<file path="config.mk">
export PLATFORM = sky130hd
export DESIGN_NAME = cme_region_engine
export DESIGN_NICKNAME = d
export VERILOG_FILES = /design/src/rtl/cme_pkg.sv /design/src/rtl/cme_regs.sv /design/src/rtl/cme_walker.sv /design/src/rtl/cme_region_engine.sv
export SDC_FILE = /design/constraint.sdc
export NUM_CORES = 1
export LEC_CHECK = 0
export BUFFER_PORTS_ARGS = -buffer_cell sky130_fd_sc_hd__buf_2
export CAP_MARGIN = 20
export CORE_MARGIN = 4
export CORE_UTILIZATION = 55
export CTS_CLUSTER_DIAMETER = 120
export DETAILED_ROUTE_END_ITERATION = 6
export PLACE_DENSITY_LB_ADDON = 0.05
export RECOVER_POWER = 100
export SYNTH_ARGS = -nofsm -noshare
export SYNTH_HDL_FRONTEND = slang
export SYNTH_SLANG_ARGS = --single-unit
</file>
<file path="constraint.sdc">
create_clock -name clk -period 4.4 [get_ports clk]
set_clock_uncertainty 0.1 [all_clocks]
set_input_delay 0.66 -clock clk [delete_from_list [all_inputs] [get_ports clk]]
set_output_delay 0.66 -clock clk [all_outputs]
set_load 0.01 [all_outputs]
</file>
<file path="src/rtl/cme_pkg.sv">
package cme_pkg;

  // register indices
  localparam logic [2:0] RIX_CTRL     = 3'd0;
  localparam logic [2:0] RIX_START_LO = 3'd1;
  localparam logic [2:0] RIX_START_HI = 3'd2;
  localparam logic [2:0] RIX_END_LO   = 3'd3;
  localparam logic [2:0] RIX_END_HI   = 3'd4;
  localparam logic [2:0] RIX_ALL_WB   = 3'd5;
  localparam logic [2:0] RIX_ALL_INV  = 3'd6;

  // control register bit positions
  localparam int CTL_FIELD_LSB = 9;
  localparam int CTL_BUSY_BIT  = 8;
  localparam int CTL_MODE_BIT  = 6;

  typedef enum logic [1:0] {
    LOP_NONE    = 2'b00,
    LOP_WB      = 2'b01,
    LOP_DISCARD = 2'b10,
    LOP_WB_INV  = 2'b11
  } line_op_e;

  // the region-op field value that selects the invalidate family
  function automatic logic field_is_inv(input logic [2:0] fld);
    return fld == 3'b001;
  endfunction

  // map (invalidate family, write-back-first mode) to a line operation
  function automatic line_op_e pick_op(input logic inv_fam, input logic wb_first);
    if (!inv_fam)      return LOP_WB;
    else if (wb_first) return LOP_WB_INV;
    else               return LOP_DISCARD;
  endfunction

  // line shift for the one-bit size code: 0 -> 128 B, 1 -> 64 B
  function automatic int line_shift(input int code);
    return (code == 0) ? 7 : 6;
  endfunction

endpackage

</file>
<file path="src/rtl/cme_regs.sv">
module cme_regs
  import cme_pkg::*;
#(
  parameter int ADDR_W      = 40,
  parameter int LSH         = 7,
  parameter int CACHE_LINES = 16
) (
  input  logic              clk,
  input  logic              rst_n,
  input  logic              we,
  input  logic [2:0]        addr,
  input  logic [31:0]       wdata,
  output logic [31:0]       rdata,
  input  logic              busy,
  output logic              launch,
  output logic [ADDR_W-LSH-1:0] first_ln,
  output logic [ADDR_W-LSH-1:0] limit_ln,
  output line_op_e          op
);
  localparam int UP_W = ADDR_W - 32;
  localparam int LN_W = ADDR_W - LSH;

  logic [2:0]      fld_q;
  logic            mode_q;
  logic [31:0]     start_lo_q, end_lo_q;
  logic [UP_W-1:0] start_hi_q, end_hi_q;

  // decoded write events
  logic wr_ctrl, wr_addr_ok, launch_rng, launch_all, all_is_inv;
  assign wr_ctrl    = we && (addr == RIX_CTRL);
  assign wr_addr_ok = we && !busy;
  assign launch_rng = wr_addr_ok && (addr == RIX_START_LO);
  assign launch_all = wr_addr_ok && wdata[0] &&
                      ((addr == RIX_ALL_WB) || (addr == RIX_ALL_INV));
  assign all_is_inv = (addr == RIX_ALL_INV);

  always_ff @(posedge clk) begin
    if (!rst_n) begin
      fld_q      <= '0;
      mode_q     <= 1'b0;
      start_lo_q <= '0;
      end_lo_q   <= '0;
      start_hi_q <= '0;
      end_hi_q   <= '0;
    end else begin
      if (wr_ctrl) begin
        fld_q  <= wdata[CTL_FIELD_LSB +: 3];
        mode_q <= wdata[CTL_MODE_BIT];
      end
      if (wr_addr_ok) begin
        case (addr)
          RIX_START_LO: start_lo_q <= wdata;
          RIX_START_HI: start_hi_q <= wdata[UP_W-1:0];
          RIX_END_LO:   end_lo_q   <= wdata;
          RIX_END_HI:   end_hi_q   <= wdata[UP_W-1:0];
          default: ;
        endcase
      end
    end
  end

  // full addresses; the start uses the word being written now
  logic [ADDR_W-1:0] start_full, end_full;
  assign start_full = {start_hi_q, wdata};
  assign end_full   = {end_hi_q, end_lo_q};

  assign launch   = launch_rng || launch_all;
  assign first_ln = launch_all ? '0 : start_full[ADDR_W-1:LSH];
  assign limit_ln = launch_all ? LN_W'(CACHE_LINES) : end_full[ADDR_W-1:LSH];
  assign op       = launch_all ? pick_op(all_is_inv, mode_q)
                               : pick_op(field_is_inv(fld_q), mode_q);

  always_comb begin
    rdata = '0;
    case (addr)
      RIX_CTRL: begin
        rdata[CTL_FIELD_LSB +: 3] = fld_q;
        rdata[CTL_BUSY_BIT]       = busy;
        rdata[CTL_MODE_BIT]       = mode_q;
      end
      RIX_START_LO: rdata = start_lo_q;
      RIX_START_HI: rdata = {{(32-UP_W){1'b0}}, start_hi_q};
      RIX_END_LO:   rdata = end_lo_q;
      RIX_END_HI:   rdata = {{(32-UP_W){1'b0}}, end_hi_q};
      default:      rdata = '0;
    endcase
  end

endmodule

</file>
<file path="src/rtl/cme_walker.sv">
module cme_walker
  import cme_pkg::*;
#(
  parameter int ADDR_W = 40,
  parameter int LSH    = 7
) (
  input  logic                  clk,
  input  logic                  rst_n,
  input  logic                  launch,
  input  logic [ADDR_W-LSH-1:0] first_ln,
  input  logic [ADDR_W-LSH-1:0] limit_ln,
  input  line_op_e              op,
  input  logic                  ack,
  output logic                  busy,
  output logic                  req,
  output logic [ADDR_W-1:0]     req_addr,
  output line_op_e              req_op,
  output logic                  step,
  output logic                  finish
);
  localparam int LN_W = ADDR_W - LSH;

  logic            run_q;
  logic [LN_W-1:0] cur_q, lim_q;
  line_op_e        op_q;
  logic            have_line;

  assign have_line = run_q && (cur_q < lim_q);
  assign step      = have_line && ack;
  assign finish    = run_q && !have_line;

  always_ff @(posedge clk) begin
    if (!rst_n) begin
      run_q <= 1'b0;
      cur_q <= '0;
      lim_q <= '0;
      op_q  <= LOP_NONE;
    end else if (launch && !run_q) begin
      run_q <= 1'b1;
      cur_q <= first_ln;
      lim_q <= limit_ln;
      op_q  <= op;
    end else if (finish) begin
      run_q <= 1'b0;
    end else if (step) begin
      cur_q <= cur_q + 1'b1;
    end
  end

  assign busy     = run_q;
  assign req      = have_line;
  assign req_addr = {cur_q, {LSH{1'b0}}};
  assign req_op   = have_line ? op_q : LOP_NONE;

endmodule

</file>
<file path="src/rtl/cme_region_engine.sv">
module cme_region_engine
  import cme_pkg::*;
#(
  parameter int ADDR_W      = 40,
  parameter int LINE_CODE   = 0,
  parameter int CACHE_LINES = 16
) (
  input  logic              clk,
  input  logic              rst_n,
  input  logic              reg_we,
  input  logic [2:0]        reg_addr,
  input  logic [31:0]       reg_wdata,
  output logic [31:0]       reg_rdata,
  output logic              line_req,
  output logic [ADDR_W-1:0] line_addr,
  output logic [1:0]        line_op,
  input  logic              line_ack
);
  localparam int LSH  = line_shift(LINE_CODE);
  localparam int LN_W = ADDR_W - LSH;

  // internal events, named for the checker
  logic            busy;
  logic            launch;
  logic            line_step;
  logic            walk_done;
  logic [LN_W-1:0] first_ln, limit_ln;
  line_op_e        launch_op, walk_op;

  cme_regs #(
    .ADDR_W(ADDR_W), .LSH(LSH), .CACHE_LINES(CACHE_LINES)
  ) u_regs (
    .clk(clk), .rst_n(rst_n), .we(reg_we), .addr(reg_addr),
    .wdata(reg_wdata), .rdata(reg_rdata), .busy(busy),
    .launch(launch), .first_ln(first_ln), .limit_ln(limit_ln),
    .op(launch_op)
  );

  cme_walker #(
    .ADDR_W(ADDR_W), .LSH(LSH)
  ) u_walk (
    .clk(clk), .rst_n(rst_n), .launch(launch), .first_ln(first_ln),
    .limit_ln(limit_ln), .op(launch_op), .ack(line_ack), .busy(busy),
    .req(line_req), .req_addr(line_addr), .req_op(walk_op),
    .step(line_step), .finish(walk_done)
  );

  assign line_op = walk_op;

endmodule

</file>
# After elaboration in Yosys (flattened, before gate mapping)
# Index checks and enable logic that the tools add are counted.
[word_totals] rom_bits=0 mem_bits_rw=0 memories=0 latchBits=0 inputBits=39 ff_bits=153
[op_classes] n_addsub=1 mux=17 n_bitwise=0 n_eq_ne=8 n_lt_le_gt_ge=1 div_mod_pow=0 n_mul=0 reduce_logical=21 n_shift=0
[op_table] cell="33-bit two-way mux" n=5
[op_table] cell="20-bit one-hot mux with 2 select lines" n=1
[op_table] cell="33-bit by 1-bit adder with 33-bit output (second input constant)" n=1
[op_table] cell="33-bit < comparator" n=1
[op_table] cell="6-bit one-hot mux with 4 select lines" n=1
[op_table] cell="4-bit one-hot mux with 3 select lines" n=1
[op_table] cell="2-bit AND reduction" n=5
[op_table] cell="3-bit == test (second input constant)" n=3
[op_table] cell="1-bit logical AND" n=9
[op_table] cell="2-bit two-way mux" n=4
[op_table] cell="3-bit by 1-bit == test with 1-bit output (second input constant)" n=2
[op_table] cell="3-bit by 2-bit == test with 1-bit output (second input constant)" n=2
[op_table] cell="1-bit one-hot mux with 5 select lines" n=1
[op_table] cell="1-bit one-hot mux with 4 select lines" n=1
[op_table] cell="2-bit nonzero test" n=2
[op_table] cell="3-bit logical NOT" n=1
[op_table] cell="1-bit two-way mux" n=3
[op_table] cell="1-bit logical NOT" n=2
[op_table] cell="1-bit logical OR" n=2
[op_table] cell="2-bit inequality test (second input constant)" n=1

# Depth between registers and ports, before layout
# Gate-level depths: netlist (run 1).
[depth] ltp_word=8 mapped_depth=11

# Hierarchy
# From an unflattened synthesis (run 1), not the netlist that was laid out.
[unflattened] cells_unflattened=1069 hier_area_um2=8816.0
[by_module_without_submodules] module="cme_walker" cells_per_inst=581 instances=1 seq_area_each_um2=1381.3 area_per_inst_um2=4485.6
[by_module_without_submodules] module="cme_regs" cells_per_inst=488 instances=1 seq_area_each_um2=1681.6 area_per_inst_um2=4330.4

# Worst setup path after synthesis (run 1)
# No wires, ideal clock.
[synth_path] path_type="register to output" from="reg u_walk.cur_q[30]" to="out line_op[0]" path_stages_with_launch=10 t_arrival_ns=2.285 setup_slack_ns=1.355 path_buffers=1 cell_sequence="dfxtp_1 -> ha_1 -> a21o_1 -> a21o_1 -> a221o_1 -> a211oi_1 -> nand3b_2 -> inv_2 -> clkbuf_1 -> and2_1"
[synth_via] elab_chain_cells=3
[synth_rtl] item="start, declared" line_no="cme_walker.sv:24" rtl="logic [LN_W-1:0] cur_q, lim_q;"
[synth_rtl] item="start signal, assigned" line_no="cme_walker.sv:40" rtl="cur_q <= first_ln;"
[synth_rtl] item="start signal, assigned" line_no="cme_walker.sv:46" rtl="cur_q <= cur_q + 1'b1;"
[synth_rtl] item="33-bit < comparator" line_no="cme_walker.sv:28" rtl="assign have_line = run_q && (cur_q < lim_q);"
[synth_rtl] item="1-bit logical AND" line_no="cme_walker.sv:28"
[synth_rtl] item="net line_req" line_no="cme_region_engine.sv:14" rtl="output logic line_req,"
[synth_rtl] item="2-bit two-way mux" line_no="cme_walker.sv:53" rtl="assign req_op = have_line ? op_q : LOP_NONE;"
[synth_rtl] item="end, declared" line_no="cme_region_engine.sv:16" rtl="output logic [1:0] line_op,"
# The timed path passes the listed nets, and every way through them passes these cells.

# Final worst setup path (run 1)
[layout_path] from="in reg_addr[0]" to="out reg_rdata[2]"
[layout_via] elab_chain_cells=2 elab_cells_between_ends=5 cone_classes="4 x eq/ne; 1 x mux"
[layout_rtl] item="start, declared" line_no="cme_region_engine.sv:11" rtl="input logic [2:0] reg_addr,"
[layout_rtl] item="3-bit == test, or another cell as far along" line_no="cme_regs.sv:75" rtl="case (addr)"
[layout_rtl] item="6-bit one-hot mux with 4 select lines (*)" line_no="cme_regs.sv:75"
[layout_rtl] item="end, declared" line_no="cme_region_engine.sv:13" rtl="output logic [31:0] reg_rdata,"
# Mark *: on every way between the ends. The rest lies on a longest branch, timed or not.

==> results_tabular.tex, run 1 <==
\begin{tabular}{lr}
\hline
Metric & Value \\
\hline
\multicolumn{2}{l}{\textbf{Power and ir drop}} \\
Leakage power figure & around 3.3 nW \\
Worst vdd ir & $\sim$0.28 mV \\
Power per Cell Area & $\sim$360 nW/um2 \\
\multicolumn{2}{l}{\textbf{Critical path}} \\
Cell repeated most along the worst path & sky130\_fd\_sc\_hd\_\_clkbuf\_1 \\
Capturing element type of the critical path & primary output \\
Cell Chain, Critical Path & clkbuf\_1 > nand2b\_1 > nor2\_1 > buf\_4 > a222oi\_1 > nor3\_1 > a31o\_2 > clkbuf\_1 \\
Launching element type of the critical path & input pin \\
Required time worst endpoint & $\sim$3600 ps \\
Maximum cell stage delay along the critical path & 1070 ps \\
Crit-path slowest cell & sky130\_fd\_sc\_hd\_\_clkbuf\_1 \\
Maximum fanout along the worst path & 25 \\
Arr. time, crit path & approximately 3300 ps \\
Worst Path Class, Setup & input pin to primary output \\
\multicolumn{2}{l}{\textbf{STA}} \\
Max Fclk & 0.244 GHz \\
Max Slew Vio Count & between 150 and 200 \\
Worst slew slack as a fraction of its limit & -84.6\% \\
Unrepaired setup endpoints after global routing & false \\
Actual transition at the worst max-transition pin & 2770 ps \\
Share of the clock period used by the worst path after layout & 93.1\% \\
Min cycle time layout & $\sim$4100 ps \\
Endpoints failing hold & 0 \\
Final setup violating endpoints & 0 \\
Final sum of negative setup slack & 0 ps \\
\multicolumn{2}{l}{\textbf{Die}} \\
Die span in y & 127 um \\
Io pins & 114 \\
Core Region & 13,900 um2 \\
Initial core utilization & a little under three fifths \\
Width of the die & 127 um \\
Count of standard-cell rows & 43 \\
Die footprint & 16,100 um2 \\
\multicolumn{2}{l}{\textbf{Finish}} \\
Final design utilization & 63.5\% \\
Growth of design area from synthesis to finish & 13.4\% \\
Layout cell share with drive strength beyond 1 & approximately a tenth \\
Number of nets at the end of the flow & around 1,100 \\
Most frequent cells in the layout & sky130\_fd\_sc\_hd\_\_nand2\_1, sky130\_fd\_sc\_hd\_\_dfxtp\_1, sky130\_fd\_sc\_hd\_\_a21oi\_1 \\
N\_diodes & 0 \\
Most common library cell in the layout ignoring fill and taps & sky130\_fd\_sc\_hd\_\_nand2\_1 \\
\multicolumn{2}{l}{\textbf{Flow run}} \\
Max-cap violation count & 3 \\
\multicolumn{2}{l}{\textbf{Global routing}} \\
Overall global routing resource usage & 28.4\% \\
Number of global-route vias before repair & $\sim$6,800 \\
Global-route wire length before repair & 36.5 mm \\
Initial antenna violation count & 0 \\
Maximum number of pins on one net before global-route repair & 88 \\
Final global-route overflow total & 0 \\
\multicolumn{2}{l}{\textbf{Placement}} \\
Half-perimeter wire length after detailed placement & 15.4 mm \\
Number of I/O port buffers & 106 \\
Placer congestion estimate & 0.934 \\
\multicolumn{2}{l}{\textbf{Logic synthesis}} \\
\#FFs+latches synth & between 150 and 200 \\
EDFF count, synth & 0 \\
Portion of the post-synthesis area used by sequential elements & 39.4\% \\
Cell area after technology mapping & 7780 um2 \\
Warning count from the yosys run & 0 \\
Cells after synthesis & 966 \\
Most common flop cell mapped by yosys & sky130\_fd\_sc\_hd\_\_dfxtp\_1 \\
Proportion of synthesized flip-flops having asynchronous set or reset & 0\% \\
Syn avg cell area & approximately 8.0 um2 \\
Post-synth cell types & 64 \\
\multicolumn{2}{l}{\textbf{Clocking}} \\
H-tree level count & 4 \\
Clock-pin slew reported for the worst setup and hold paths after clock tree synthesis & around 60 ps \\
Worst-Skew Late Latency & 430 ps \\
Buffer cell driving the clock tree root & sky130\_fd\_sc\_hd\_\_clkbuf\_16 \\
Post-CTS resize count & 0 \\
Number of buffers inserted by post-CTS setup repair & 0 \\
Sink Count & 153 \\
TritonCTS clock tree & yes \\
Number of CTS-inserted buffers & 17 \\
Cts hold-fix bufs & 0 \\
Max Root-Sink Buffers & 2 \\
\multicolumn{2}{l}{\textbf{Drt}} \\
Detailed Route Iter0 Violations & 650 \\
Routed len/inst & 18.5 um \\
Total via count after detailed routing & 7,295 \\
Post-DRT Antenna Nets & 0 \\
Detailed Route WL & 22.9 mm \\
Post-route DRC & 0 \\
Number of detailed-route iterations in the first pass & 5 \\
Vias per cell & 5.92 \\
\multicolumn{2}{l}{\textbf{Status}} \\
Result of the run & finished, violations left \\
Failing checks & capacitance limit, slew limit \\
\multicolumn{2}{l}{\textbf{Min path}} \\
HP Class & register to register \\
\hline
\end{tabular}
-- routing by layer --
layer  up-vias  GRT usage, %  share of wire (%)
met2       230          44.0                 45
met3        38          6.99                5.9
met4         0          9.40                2.2
met5         -             0                  0
met1      3464          38.8                 47
li1       3563             -                  -
-- synth_stat cells (5+ instances only) --
master / number / area share [%]
sky130_fd_sc_hd__a22oi_1: 41 / 4.0
sky130_fd_sc_hd__o22ai_1: 6 / 0.48
sky130_fd_sc_hd__a21o_1: 5 / 0.48
sky130_fd_sc_hd__buf_1: 5 / 0.24
sky130_fd_sc_hd__xnor2_1: 6 / 0.68
sky130_fd_sc_hd__nand3_1: 32 / 2.1
sky130_fd_sc_hd__nor2_1: 88 / 4.2
sky130_fd_sc_hd__ha_1: 33 / 5.3
sky130_fd_sc_hd__and3_1: 9 / 0.72
sky130_fd_sc_hd__xor2_1: 9 / 1.0
sky130_fd_sc_hd__nand2_1: 175 / 8.4
sky130_fd_sc_hd__mux2i_1: 38 / 4.9
sky130_fd_sc_hd__inv_1: 38 / 1.8
sky130_fd_sc_hd__a221oi_2: 5 / 0.97
sky130_fd_sc_hd__a22o_1: 20 / 2.3
sky130_fd_sc_hd__nand2b_1: 7 / 0.56
sky130_fd_sc_hd__o21ai_0: 20 / 1.3
sky130_fd_sc_hd__a31oi_1: 5 / 0.40
sky130_fd_sc_hd__nor3_1: 11 / 0.71
sky130_fd_sc_hd__buf_4: 9 / 0.87
sky130_fd_sc_hd__a21oi_1: 93 / 6.0
sky130_fd_sc_hd__dfxtp_1: 153 / 39
sky130_fd_sc_hd__clkbuf_1: 57 / 2.8
sky130_fd_sc_hd__nand4_1: 12 / 0.97
sky130_fd_sc_hd__a211oi_1: 21 / 2.0
-- worst max-delay path, delay by kind of cell --
| kind | cells | cell delay [ps] |
|---|---|---|
| AO/OA/AOI/OAI | 2 | 320 |
| buffers and inverters | 3 | 1490 |
| AND/OR/NAND/NOR | 3 | 850 |
-- power breakdown --
group	switching (mW)	internal, mW
logic	0.189	0.0929
clock network	0.586	0.825
registers	0.0281	1.41
total	0.803	2.33
-- worst paths after layout --
check	to	slack, ps	depth (start not counted)	startpoint
setup / recovery	reg_rdata[2]	300	8	reg_addr[0]
hold / removal	u_regs.end_lo_q[6]	350	2	u_regs.end_lo_q[6]
setup reg to reg	u_walk.cur_q[11]	590	10	u_walk.cur_q[2]
hold reg to reg	u_regs.end_lo_q[6]	350	2	u_regs.end_lo_q[6]
-- layout make-up --
class                           count  area, um2
Clock buffer                       18        429
Tap cell                          180        225
Multi-Input combinational cell    706       4250
Fill cell                        1312       5070
Clock inverter                     13        131
Inverter                           40        150
Timing Repair Buffer              123        568
Sequential cell                   153       3060
-- registers in the layout, summed over array words and instances (netlist names) --
signal	count
u_regs.end_lo_q	32
u_walk.cur_q	33
u_walk.lim_q	33
u_regs.end_hi_q	8
u_regs.fld_q	3
u_regs.mode_q	1
u_walk.op_q	2
u_regs.start_lo_q	32
u_walk.busy	1
u_regs.start_hi_q	8
-- per-stage QoR --
stage          total power, mW  cells  hold WS [ps]  area (um2)  setup slack, ps
6_report                  3.13   1233           353        8810              302
3_5_place_dp              1.76   1201           347        8390              907
3_3_place_gp              1.76   1201           343        8390              985
5_1_grt                   3.25   1233           370        8810             62.4
2_1_floorplan             1.66    972           333        7800             1350
4_1_cts                   3.15   1232           353        8950              453
-- cells by family after synthesis --
logic type / synth area share (%)
AO/OA/AOI/OAI: 21.8
XOR/XNOR: 1.69
adder cells (fa/ha/maj): 5.31
buffers and inverters: 6.08
flip-flops: 39.4
multiplexers: 5.18
other: 0.0482
AND/OR/NAND/NOR: 20.5
No activity file was read; power rests on OpenSTA's default activity.
==> run 2: changes to the inputs <==
--- a/config.mk
+++ b/config.mk
@@ -12,7 +12,6 @@
 export CTS_CLUSTER_DIAMETER = 120
 export DETAILED_ROUTE_END_ITERATION = 6
 export PLACE_DENSITY_LB_ADDON = 0.05
-export RECOVER_POWER = 100
 export SYNTH_ARGS = -nofsm -noshare
 export SYNTH_HDL_FRONTEND = slang
 export SYNTH_SLANG_ARGS = --single-unit
==> run 2 against run 1 <==
Net effect:
- the run now ends clean
- register-to-register slack better by 330 ps
- total power is 0.15% higher
- first-iteration DRC count is 9.7% higher
- global-route usage stayed put
- sequential share of layout area is 0.56 points lower
- combinational power is 4% higher
- critical path depth is 1 higher
- wire length is 0.33% lower
- utilization is 1.0 points higher
- highest routed layer unchanged
==> results_tabular.tex, run 2 (synthesis gave the netlist of run 1 again) <==
\begin{tabular}{lr}
\hline
Metric & Value \\
\hline
\multicolumn{2}{l}{\textbf{Placement}} \\
Half-perimeter wire length after detailed placement & 15.4 mm \\
Number of I/O port buffers & 106 \\
Placer congestion estimate & roughly 0.93 \\
\multicolumn{2}{l}{\textbf{Die}} \\
Initial core utilization & 56.0\% \\
Width of the die & 127 um \\
Die span in y & 127 um \\
Die footprint & 16,100 um2 \\
Io pins & 114 \\
Core Region & between 10,000 and 15,000 um2 \\
Count of standard-cell rows & 43 \\
\multicolumn{2}{l}{\textbf{STA}} \\
Share of the clock period used by the worst path after layout & roughly nine tenths \\
Final setup violating endpoints & 0 \\
Max Slew Vio Count & 0 \\
Actual transition at the worst max-transition pin & 927 ps \\
Max Fclk & 0.251 GHz \\
Worst slew slack as a fraction of its limit & 37.8\% \\
Final sum of negative setup slack & 0 ps \\
Unrepaired setup endpoints after global routing & false \\
Endpoints failing hold & 0 \\
Min cycle time layout & 3980 ps \\
\multicolumn{2}{l}{\textbf{Critical path}} \\
CP startpoint & u\_walk.cur\_q[30] \\
Maximum fanout along the worst path & 23 \\
Reg-to-reg critical path endpoint & u\_walk.cur\_q[17] \\
Crit-path slowest cell & sky130\_fd\_sc\_hd\_\_dfxtp\_1 \\
Critical register-to-register path startpoint & u\_walk.cur\_q[2] \\
Maximum cell stage delay along the critical path & 440 ps \\
Required time worst endpoint & around 3600 ps \\
Cell Chain, Critical Path & ha\_1 > a21o\_1 > a21o\_1 > a221o\_1 > a211oi\_1 > nand3b\_2 > inv\_2 > and2\_1 > buf\_2 \\
Launching element type of the critical path & register \\
Cell depth of the worst flop-to-flop path & 10 \\
Arr. time, crit path & 3220 ps \\
Cell repeated most along the worst path & sky130\_fd\_sc\_hd\_\_a21o\_1 \\
Worst Path Class, Setup & register to primary output \\
Worst-case register-to-register setup slack & $\sim$920 ps \\
Crit path to & line\_op[0] \\
Capturing element type of the critical path & primary output \\
\multicolumn{2}{l}{\textbf{Finish}} \\
Largest registers in the final layout & u\_walk.cur\_q (33), u\_walk.lim\_q (33) \\
Number of nets at the end of the flow & about 1,100 \\
Growth of design area from synthesis to finish & 15.2\% \\
Layout cell share with drive strength beyond 1 & between 15 and 20\% \\
N\_diodes & 0 \\
Most frequent cells in the layout & sky130\_fd\_sc\_hd\_\_nand2\_1, sky130\_fd\_sc\_hd\_\_dfxtp\_1, sky130\_fd\_sc\_hd\_\_buf\_2 \\
Most common library cell in the layout ignoring fill and taps & sky130\_fd\_sc\_hd\_\_nand2\_1 \\
\multicolumn{2}{l}{\textbf{Power and ir drop}} \\
Worst vdd ir & 0.277 mV \\
Power per Cell Area & approximately 350 nW/um2 \\
Leakage power figure & around 3.6 nW \\
Power, Total & 3.14 mW \\
\multicolumn{2}{l}{\textbf{Drt}} \\
Detailed Route Iter0 Violations & 713 \\
Number of detailed-route iterations in the first pass & 6 \\
Post-route DRC & 0 \\
Vias per cell & 5.89 \\
Total via count after detailed routing & 7,258 \\
Detailed Route WL & 22.8 mm \\
Post-DRT Antenna Nets & 0 \\
Routed len/inst & 18.5 um \\
\multicolumn{2}{l}{\textbf{Clocking}} \\
Number of buffers inserted by post-CTS setup repair & 0 \\
TritonCTS clock tree & yes \\
Number of CTS-inserted buffers & 17 \\
Max Root-Sink Buffers & 2 \\
Buffer cell driving the clock tree root & sky130\_fd\_sc\_hd\_\_clkbuf\_16 \\
Cts hold-fix bufs & 0 \\
Post-CTS resize count & 0 \\
Sink Count & 153 \\
Worst-Skew Late Latency & between 400 and 500 ps \\
Clock-pin slew reported for the worst setup and hold paths after clock tree synthesis & roughly 60 ps \\
H-tree level count & 4 \\
\multicolumn{2}{l}{\textbf{Global routing}} \\
Initial antenna violation count & 0 \\
Final global-route overflow total & 0 \\
Global-route wire length before repair & 36.5 mm \\
Overall global routing resource usage & 28.4\% \\
Maximum number of pins on one net before global-route repair & 88 \\
Number of global-route vias before repair & $\sim$7,000 \\
\multicolumn{2}{l}{\textbf{Min path}} \\
HP Class & register to register \\
\multicolumn{2}{l}{\textbf{Flow run}} \\
Max-cap violation count & 0 \\
\multicolumn{2}{l}{\textbf{Status}} \\
Result of the run & complete, no violations \\
\hline
\end{tabular}
[run 2: power breakdown]
group	total, mW	internal (mW)	switching (mW)
Clock	1.41	0.825	0.581
Combinational	0.292	0.0989	0.193
Sequential	1.44	1.41	0.0278
Total	3.14	2.34	0.802
[run 2: worst min-delay path by stage]
| stage | startpoint | endpoint | slack [ps] | depth (start not counted) |
|---|---|---|---|---|
| 2_1_floorplan | u_regs.end_lo_q[6] | u_regs.end_lo_q[6] | 330 | 2 |
| 3_3_place_gp | u_regs.end_lo_q[5] | u_regs.end_lo_q[5] | 340 | 2 |
| 3_5_place_dp | u_regs.end_lo_q[6] | u_regs.end_lo_q[6] | 350 | 2 |
| 4_1_cts | u_regs.end_lo_q[6] | u_regs.end_lo_q[6] | 350 | 2 |
| 5_1_grt | u_regs.end_lo_q[6] | u_regs.end_lo_q[6] | 370 | 2 |
| 6_report | u_regs.end_lo_q[6] | u_regs.end_lo_q[6] | 350 | 2 |
[run 2: critical path, delay by kind of cell, from the launching register on]
| family | cells | cell delay [ps] |
|---|---|---|
| flops | 1 | 440 |
| buf+inv | 2 | 580 |
| simple gates | 2 | 500 |
| compound gates | 4 | 980 |
| fa+ha+maj | 1 | 290 |
[run 2: per-layer routing]
metal	vias to the layer above	wire length (um)	part of all wire (%)	global-route usage, %
li1	3566	-	-	-
met1	3414	10400	46	38.8
met2	240	10300	45	44.0
met3	38	1490	6.5	6.99
met4	0	505	2.2	9.40
met5	-	0	0	0
[run 2: area by class of cell]
| class | count | area (um2) |
|---|---|---|
| fill | 1267 | 4920 |
| multi-input combinational | 706 | 4290 |
| sequential | 153 | 3060 |
| timing repair buffer | 123 | 668 |
| clock buffer | 18 | 429 |
| tap | 180 | 225 |
| inverter | 40 | 153 |
| clock inverter | 13 | 131 |
[run 2: through the flow]
stage	setup slack, ps	util (%)	std cells	instance area (um2)	hold WS [ps]
3_3_place_gp	985	60.5	1201	8390	343
4_1_cts	453	64.5	1232	8950	353
5_1_grt	118	64.5	1233	8960	370
6_report	421	64.5	1233	8960	354
2_1_floorplan	1350	-	972	7800	333
3_5_place_dp	907	60.5	1201	8390	347
